==> config.mk <==
export PLATFORM = sky130hd
export DESIGN_NAME = exc_vector_unit
export DESIGN_NICKNAME = d
export VERILOG_FILES = /design/src/rtl/exc_vec_pkg.sv /design/src/rtl/exc_req_filter.sv /design/src/rtl/exc_prio_sel.sv /design/src/rtl/exc_vec_map.sv /design/src/rtl/exc_vector_unit.sv
export SDC_FILE = /design/constraint.sdc
export NUM_CORES = 1
export LEC_CHECK = 0
export ABC_AREA = 1
export BUFFER_PORTS_ARGS = -buffer_cell sky130_fd_sc_hd__buf_2
export CAP_MARGIN = 10
export CORE_ASPECT_RATIO = 1.5
export CORE_MARGIN = 3
export CORE_UTILIZATION = 35
export DETAILED_ROUTE_END_ITERATION = 8
export GPL_ROUTABILITY_DRIVEN = 0
export PLACE_DENSITY = 0.72
export SETUP_SLACK_MARGIN = 0.15
export SLEW_MARGIN = 20
export SYNTH_ARGS = -nofsm -noshare
export SYNTH_HDL_FRONTEND = slang
export SYNTH_SLANG_ARGS = --single-unit
==> constraint.sdc <==
create_clock -name clk -period 1.6 [get_ports clk]
set_input_delay 0.08 -clock clk [delete_from_list [all_inputs] [get_ports clk]]
set_output_delay 0.08 -clock clk [all_outputs]
set_load 0.05 [all_outputs]
==> src/rtl/exc_vec_pkg.sv <==
package exc_vec_pkg;
  localparam int NUM_SRC = 7;
  localparam int CODE_W  = 3;
  localparam int MODE_W  = 5;

  typedef enum logic [CODE_W-1:0] {
    EXC_RESET = 3'd0,
    EXC_UNDEF = 3'd1,
    EXC_SWI   = 3'd2,
    EXC_PABT  = 3'd3,
    EXC_DABT  = 3'd4,
    EXC_IRQ   = 3'd5,
    EXC_FIQ   = 3'd6
  } exc_code_e;

  localparam logic [MODE_W-1:0] MODE_USR = 5'b10000;
  localparam logic [MODE_W-1:0] MODE_FIQ = 5'b10001;
  localparam logic [MODE_W-1:0] MODE_IRQ = 5'b10010;
  localparam logic [MODE_W-1:0] MODE_SVC = 5'b10011;
  localparam logic [MODE_W-1:0] MODE_ABT = 5'b10111;
  localparam logic [MODE_W-1:0] MODE_UND = 5'b11011;
  localparam logic [MODE_W-1:0] MODE_SYS = 5'b11111;

  // rank 0 is the most urgent; undefined beats software call on a tie
  function automatic int rank_of(input int src);
    case (src)
      0:       rank_of = 0;
      4:       rank_of = 1;
      6:       rank_of = 2;
      5:       rank_of = 3;
      3:       rank_of = 4;
      1:       rank_of = 5;
      default: rank_of = 6;
    endcase
  endfunction

  // word slot of the handler; slot 5 is skipped
  function automatic logic [2:0] slot_of(input logic [CODE_W-1:0] code);
    slot_of = (code < 3'd5) ? code : code + 3'd1;
  endfunction
endpackage

==> src/rtl/exc_req_filter.sv <==
module exc_req_filter
  import exc_vec_pkg::*;
#(
  parameter int N = NUM_SRC
) (
  input  logic [N-1:0] req_i,
  input  logic         irq_mask_i,
  input  logic         fiq_mask_i,
  output logic [N-1:0] eff_o
);
  for (genvar g = 0; g < N; g++) begin : g_src
    if (g == int'(EXC_IRQ)) begin : g_irq
      assign eff_o[g] = req_i[g] & ~irq_mask_i;
    end else if (g == int'(EXC_FIQ)) begin : g_fiq
      assign eff_o[g] = req_i[g] & ~fiq_mask_i;
    end else begin : g_plain
      assign eff_o[g] = req_i[g];
    end
  end
endmodule

==> src/rtl/exc_prio_sel.sv <==
module exc_prio_sel
  import exc_vec_pkg::*;
#(
  parameter int N = NUM_SRC
) (
  input  logic [N-1:0]      eff_i,
  output logic              valid_o,
  output logic [CODE_W-1:0] code_o
);
  logic [N-1:0] win;

  for (genvar g = 0; g < N; g++) begin : g_win
    logic [N-1:0] beats;
    for (genvar h = 0; h < N; h++) begin : g_cmp
      if (rank_of(h) < rank_of(g)) begin : g_hi
        assign beats[h] = eff_i[h];
      end else begin : g_lo
        assign beats[h] = 1'b0;
      end
    end
    assign win[g] = eff_i[g] & ~(|beats);
  end

  always_comb begin
    code_o = '0;
    for (int i = 0; i < N; i++) begin
      if (win[i]) code_o = code_o | CODE_W'(i);
    end
  end

  assign valid_o = |eff_i;

  always_comb begin
    assert ($onehot0(win)) else $error("p_win_onehot_r2");
  end
endmodule

==> src/rtl/exc_vec_map.sv <==
module exc_vec_map
  import exc_vec_pkg::*;
#(
  parameter int                ADDR_W   = 32,
  parameter logic [ADDR_W-1:0] VEC_BASE = '0
) (
  input  logic [CODE_W-1:0] code_i,
  output logic [ADDR_W-1:0] vector_o,
  output logic [MODE_W-1:0] mode_o,
  output logic              set_fiq_mask_o
);
  localparam int PAD_W = ADDR_W - 5;

  logic [2:0] slot;
  assign slot     = slot_of(code_i);
  assign vector_o = VEC_BASE + {{PAD_W{1'b0}}, slot, 2'b00};

  always_comb begin
    case (exc_code_e'(code_i))
      EXC_RESET, EXC_SWI:  mode_o = MODE_SVC;
      EXC_UNDEF:           mode_o = MODE_UND;
      EXC_PABT, EXC_DABT:  mode_o = MODE_ABT;
      EXC_IRQ:             mode_o = MODE_IRQ;
      EXC_FIQ:             mode_o = MODE_FIQ;
      default:             mode_o = MODE_SVC;
    endcase
  end

  assign set_fiq_mask_o = (code_i == EXC_RESET) || (code_i == EXC_FIQ);
endmodule

==> src/rtl/exc_vector_unit.sv <==
module exc_vector_unit
  import exc_vec_pkg::*;
#(
  parameter int                ADDR_W   = 32,
  parameter logic [ADDR_W-1:0] VEC_BASE = '0
) (
  input  logic              clk,
  input  logic              rst,
  input  logic [6:0]        exc_req_i,
  input  logic              irq_mask_i,
  input  logic              fiq_mask_i,
  input  logic              pipe_ready_i,
  output logic              take_o,
  output logic [2:0]        exc_code_o,
  output logic [4:0]        mode_o,
  output logic [ADDR_W-1:0] vector_o,
  output logic              new_irq_mask_o,
  output logic              new_fiq_mask_o
);
  logic [NUM_SRC-1:0] eff;
  logic               any_pend;
  logic [CODE_W-1:0]  win_code;
  logic [ADDR_W-1:0]  win_vec;
  logic [MODE_W-1:0]  win_mode;
  logic               win_set_f;
  logic               accept;

  exc_req_filter #(.N(NUM_SRC)) u_filter (
    .req_i      (exc_req_i),
    .irq_mask_i (irq_mask_i),
    .fiq_mask_i (fiq_mask_i),
    .eff_o      (eff)
  );

  exc_prio_sel #(.N(NUM_SRC)) u_sel (
    .eff_i   (eff),
    .valid_o (any_pend),
    .code_o  (win_code)
  );

  exc_vec_map #(.ADDR_W(ADDR_W), .VEC_BASE(VEC_BASE)) u_map (
    .code_i         (win_code),
    .vector_o       (win_vec),
    .mode_o         (win_mode),
    .set_fiq_mask_o (win_set_f)
  );

  // one idle cycle follows every take
  assign accept = any_pend & pipe_ready_i & ~take_o;

  always_ff @(posedge clk) begin
    if (rst) begin
      take_o         <= 1'b0;
      exc_code_o     <= EXC_RESET;
      mode_o         <= MODE_SVC;
      vector_o       <= VEC_BASE;
      new_irq_mask_o <= 1'b1;
      new_fiq_mask_o <= 1'b1;
    end else begin
      take_o <= accept;
      if (accept) begin
        exc_code_o     <= win_code;
        mode_o         <= win_mode;
        vector_o       <= win_vec;
        new_irq_mask_o <= 1'b1;
        new_fiq_mask_o <= win_set_f | fiq_mask_i;
      end
    end
  end

  p_pulse_r9: assert property (@(posedge clk) disable iff (rst)
    take_o |=> !take_o);
  p_ready_r8: assert property (@(posedge clk) disable iff (rst)
    take_o |-> $past(pipe_ready_i));
  p_irq_masked_r6: assert property (@(posedge clk) disable iff (rst)
    (take_o && exc_code_o == EXC_IRQ) |-> !$past(irq_mask_i));
  p_fiq_masked_r6: assert property (@(posedge clk) disable iff (rst)
    (take_o && exc_code_o == EXC_FIQ) |-> !$past(fiq_mask_i));
  p_no_gap_vec_r11: assert property (@(posedge clk) disable iff (rst)
    take_o |-> ((vector_o - VEC_BASE) != ADDR_W'(20)));
  p_priv_mode_r5: assert property (@(posedge clk) disable iff (rst)
    take_o |-> (mode_o != MODE_USR && mode_o != MODE_SYS));
  p_imask_set_r7: assert property (@(posedge clk) disable iff (rst)
    take_o |-> new_irq_mask_o);
  p_hold_r10: assert property (@(posedge clk) disable iff (rst)
    !take_o |-> ($stable(vector_o) && $stable(mode_o) && $stable(exc_code_o)));
endmodule

==> impl_metrics.toml, run 1 <==
[logic_synthesis]
yosysWarnings = 0
yosysSeqAreaShare = 0.241
ys_async_sr_fraction = 0
synth_edf_count = 0
synth_top_cell_area_share = 0.241
syn-cell-area_um2 = 997
synthTopCellsByCount = "buf_4 (31), nand2_1 (23), nor2_1 (15), inv_1 (13), dfxtp_1 (12)"
synth.avg_cell_area_um2 = 7.12
yosysUniqueCellTypes = 24
yosysTopAreaCell = "dfxtp_1"
synth_area_leaders = "dfxtp_1 (24%), buf_4 (23%), nand2_1 (8.7%)"
synth.most_common_cell = "buf_4"
synth-seq-cells = 12
synthCells = 140
synth_ff_type = "dfxtp_1"

[sta]
grt_setup_unrepaired = "no"
drv_slew = 0
fin_crit_sh = 0.800
finalSetupViolations = 0
fin_skew_ns = 0.00124
hold_slack_ns = 0.111
finalHoldViolCount = 0
finalSetupTns_ns = 0
period_needed_ns = 1.28
fmax_mhz = 781

[global_routing]
grt_pass1_wl_um = 2820
grt_max_degree = 14
grt-ovfl-total = 0
antenna_found_initial = 0
grt_usage = 0.101
grt_pass1_vias = 703

[setup_path]
crit_arrival_ns = 1.42
worstSetupEndpointType = "register"
worst-path-buf-inv = 2
crit_path_max_fanout = 4
cp_cell_sequence = "buf_2, nor2_2, inv_1, a21oi_1, nor2_2, ha_1, nand3b_1, nand2_1, nand2_1, nor2_1, nor2_1"
crit_family = "simple AND/OR/NAND/NOR gates"
crit_required_ns = 1.74
regToRegSetupSlack_ns = 0.45
cp-start-kind = "primary input"
critPathKind = "in -> reg"
critPathSlowestCell = "a21oi_1"
max_stage_delay_ns = 0.22

[clock_tree]
numCtsBuffers = 3
htree_levels = 1
cts_buffer_depth = 2
clk_latency_ns = 0.24
cts_tree = "done"
clk_pin_slew_worst_paths_ns = 0.05
cts_root_buffer = "clkbuf_8"
cts_hold_buf = 0
clock-sinks = 12

[finish]
nNetsFinal = 186
antenna_cells = 0
area_growth_syn_to_layout_pct = 12.4
drive_gt1_frac = 0.308
fin_cells = 206
postLayoutCoreUtil = 0.414
stdcell_area_um2 = 1120

[drt]
antenna_left = 0
routed_wl_um = 1780
wire_per_inst_um = 8.63
firstDrtPassIters = 4
drt_iter0_markers = 6
vias = 841
drt-vias-per-instance = 4.08
drc_errors = 0

[floorplan]
die-area_um2 = 3540
core_um2 = 2710
rows = 23
io_pins = 55
dieWidth_um = 49.6
die_h_um = 71.4
start_util = 0.369

[min_path]
hold_path_class = "in -> reg"

[flow_run]
cap_violations = 0

[pwr]
peakVddDrop_v = 0.000352
p_leak_uw = 0.000600
p_per_area_nw_per_um2 = 917

[placement]
dp.cells = 197
hpwl_um = 1470
dpl_cell_area_um2 = 1030
portBuffers = 23

[outcome]
status = "finished clean"
[flip-flops by register name, summed over array words and instances (netlist names)]
register        flops
mode_o              4
exc_code_o          3
vector_o            3
new_fiq_mask_o      1
take_o              1
[per-layer routing]
layer  routed length, um  global-route usage
met1                 661               0.111
met2                 909               0.180
met3                 161              0.0125
met4                  45              0.0646
met5                   0                   0
[layout make-up]
cell class | count | area (um2)
clock buffer | 4 | 55.1
tap | 37 | 46.3
sequential | 12 | 240
multi-input combinational | 109 | 562
fill | 304 | 1580
inverter | 15 | 57.6
timing repair buffer | 29 | 160
[layout by cell type (no fill, tap or decap), types with 2 or more instances in the layout]
| cell | n |
|---|---|
| buf_4 | 6 |
| o21ai_0 | 3 |
| o21ai_2 | 4 |
| inv_1 | 13 |
| conb_1 | 31 |
| a21oi_2 | 3 |
| nor2_1 | 14 |
| buf_2 | 23 |
| nand3_1 | 8 |
| clkbuf_8 | 4 |
| nor3_2 | 2 |
| nand2_1 | 23 |
| dfxtp_1 | 12 |
| a21oi_1 | 7 |
| nor2_2 | 4 |
| ha_1 | 4 |
[worst paths after layout]
check / startpoint / to / depth (start not counted)
hold reg to reg: mode_o[1] / mode_o[1] / 2
hold / removal: rst / vector_o[2] / 2
setup reg to reg: take_o / exc_code_o[2] / 6
setup / recovery: exc_req_i[0] / mode_o[0] / 11
[logic make-up after synthesis]
logic type,share of synthesized area
adder cells (fa/ha/maj),0.0502
AND/OR/NAND/NOR,0.282
buffers and inverters,0.307
flip-flops,0.241
other,0.00753
AO/OA/AOI/OAI,0.112
[power breakdown]
part	switching, uW	total (uW)	internal (uW)
clock	110	328	217
combinational	308	378	70.3
sequential	7.58	323	315
total	426	1030	603
[worst register-to-register path: stages, from the launching register on]
cell and delay [ns]:
dfxtp_1 0.30, nor2_1 0.10, inv_1 0.09, nor2_4 0.19, clkinv_2 0.16, a21oi_1 0.16
nor2_1 0.05
[what timing repair did]
item                                    in CTS  in global routing
endpoints found under the setup margin       0                  7
gates resized for setup                      0                  1
setup buffers                                0                  5
[through the flow]
step,power (uW),setup WS [ns]
global route,1090,0.187
floorplan,703,0.289
finish,1030,0.320
CTS,1030,0.243
detailed placement,693,0.0373
global placement,692,0.0921
(Power assumes the default switching activity.)
==> run 2: changes to the inputs <==
--- a/config.mk
+++ b/config.mk
@@ -5,7 +5,7 @@
 export SDC_FILE = /design/constraint.sdc
 export NUM_CORES = 1
 export LEC_CHECK = 0
-export ABC_AREA = 1
+export ABC_AREA = 0
 export BUFFER_PORTS_ARGS = -buffer_cell sky130_fd_sc_hd__buf_2
 export CAP_MARGIN = 10
 export CORE_ASPECT_RATIO = 1.5
==> constraint.sdc (replaced) <==
create_clock -name clk -period 1.18 [get_ports clk]
set_input_delay 0.059 -clock clk [delete_from_list [all_inputs] [get_ports clk]]
set_output_delay 0.059 -clock clk [all_outputs]
set_load 0.05 [all_outputs]
==> impl_metrics.toml, run 2 <==
[pwr]
p_per_area_nw_per_um2 = 1030
total_power_uw = 1510
power.share.combinational = 0.427
p_seq_frac = 0.284
swShare = 0.400
clkPwrFrac = 0.289
p_sw_uw = 606
p_int_uw = 908
peakVddDrop_v = 0.00122
p_leak_uw = 0.000668

[floorplan]
rows = 23
die_h_um = 71.8
dieWidth_um = 49.9
start_util = 0.374
io_pins = 55
die-area_um2 = 3580
core_um2 = 2710

[setup_path]
max_stage_delay_ns = 0.27
critPathKind = "in -> reg"
cp_cell_sequence = "buf_8, or2_4, a211oi_4, inv_2, ha_4, o211ai_1, nand4_1, a31oi_1"
crit_required_ns = 1.34
ff2ff_path_depth = 4
cp-start-kind = "primary input"
crit_arrival_ns = 1.39
worstSetupEndpointType = "register"
critPathSlowestCell = "or2_4"
crit_path_max_fanout = 3

[sta]
period_needed_ns = 1.23
drv_slew = 0
grt_setup_unrepaired = "yes"
finalSetupViolations = 5
fmax_mhz = 814
fin_skew_ns = 0.00376
fin_ws_ns = -0.0486
fin_crit_sh = 1.04
finalSetupTns_ns = -0.117
finalHoldViolCount = 0

[clock_tree]
cts_root_buffer = "clkbuf_8"
clk_latency_ns = 0.24
numCtsBuffers = 3
cts_hold_buf = 0
htree_levels = 1
cts_tree = "done"
clk_pin_slew_worst_paths_ns = 0.05
clock-sinks = 12
cts_buffer_depth = 2

[global_routing]
grt_max_degree = 14
grtUsageMet2 = 0.287
gr-usage-met3 = 0.0353
grt_pass1_vias = 939
grt_pass1_wl_um = 4000
grt_usage = 0.141
antenna_found_initial = 0
globalRoute.busiestLayer = "met2"
globalRouteMet1Util = 0.132
grt-ovfl-total = 0

[flow_run]
cap_violations = 0

[logic_synthesis]
synthTopCellsByCount = "buf_4 (32), dfxtp_1 (12), nand2_1 (7), a21oi_1 (6), nor2_1 (6)"
synth.most_common_cell = "buf_4"
synth.avg_cell_area_um2 = 8.64
yosysTopAreaCell = "dfxtp_1"
ys_async_sr_fraction = 0
yosysUniqueCellTypes = 34
syn-cell-area_um2 = 1010
synth-seq-cells = 12
yosysWarnings = 0
synth_edf_count = 0
synth_ff_type = "dfxtp_1"
synth_top_cell_area_share = 0.238
synthCells = 117
synth_area_leaders = "dfxtp_1 (24%), buf_4 (24%), ha_1 (5.0%)"
yosysSeqAreaShare = 0.238

[finish]
reg_top3 = "mode_o (4), exc_code_o (3), vector_o (3)"
area_growth_syn_to_layout_pct = 45.7
largest_register_ffs = 4
fin_cells = 203
stdcell_area_um2 = 1470
final_common_cell = "conb_1"
drive_gt1_frac = 0.506
nNetsFinal = 183
final_cell_mix = "conb_1 (31), buf_4 (24), buf_2 (21)"
postLayoutCoreUtil = 0.544
top_register = "mode_o"
n_fill_cell = 259
antenna_cells = 0

[drt]
firstDrtPassIters = 4
routed_wl_um = 2530
vias = 902
wire_per_inst_um = 12.4
drt_iter0_markers = 43
antenna_left = 0
drt-vias-per-instance = 4.44
drc_errors = 0

[min_path]
hold_path_class = "in -> reg"
min_path_cells = 2

[placement]
dp.cells = 193
portBuffers = 23
dpl_cell_area_um2 = 1270
hpwl_um = 2020

[outcome]
failed_checks = "setup timing"
status = "complete, but fails checks"
[run 2: power groups by stage]
stage          clock (uW)  sequential [uW]  combinational [uW]
2_1_floorplan           0              498                 458
3_3_place_gp            0              438                 568
3_5_place_dp            0              439                 580
4_1_cts               444              430                 612
5_1_grt               472              432                 680
6_report              438              431                 646
[run 2: repair_timing]
action                     4_1_cts  5_1_grt
setup endpoints to repair       11       12
gates cloned                     0        0
gates resized for setup         13        9
pin swaps                       11        8
buffers inserted                 3        3
[run 2: cell type report]
class	count	area, um2	share of cell area
Timing Repair Buffer	50	354	0.240
Clock buffer	4	55.1	0.0374
Multi-Input combinational cell	95	754	0.512
Inverter	5	18.8	0.0127
Tap cell	37	46.3	0.0314
Sequential cell	12	244	0.166
[run 2: cell families (layout without fill, tap and decap cells)]
kind of cell / Yosys count / after routing / synth area share
flops: 12 / 12 / 0.238
fa+ha+maj: 4 / 4 / 0.0495
compound gates: 23 / 23 / 0.196
buf+inv: 39 / 59 / 0.271
other cells: 2 / 31 / 0.00743
mux: 3 / 3 / 0.0297
simple gates: 34 / 34 / 0.209
[run 2: critical path, delay by kind of cell]
| kind | cells | cell delay, ns |
|---|---|---|
| adder cells (fa/ha/maj) | 1 | 0.19 |
| AO/OA/AOI/OAI | 3 | 0.57 |
| AND/OR/NAND/NOR | 2 | 0.37 |
| buffers and inverters | 2 | 0.20 |
[run 2: final timing paths]
path                start          end  slack, ns
max          exc_req_i[4]    mode_o[1]      -0.05
min                   rst       take_o       0.18
max reg2reg        take_o  vector_o[3]      -0.03
min reg2reg   vector_o[4]  vector_o[4]       0.46
[run 2: per-stage QoR]
stage / hold slack (ns) / setup slack, ns
final: 0.184 / -0.0486
after global routing: 0.194 / -0.185
after CTS: 0.162 / -0.0904
after detailed placement: 0.397 / -0.364
after global placement: 0.394 / -0.298
after floorplan: 0.218 / -0.116
[run 2: per-layer routing]
layer,vias up,routed length [um]
met3,2,160
met2,34,1470
met1,424,888
met5,-,0
li1,442,-
met4,0,9
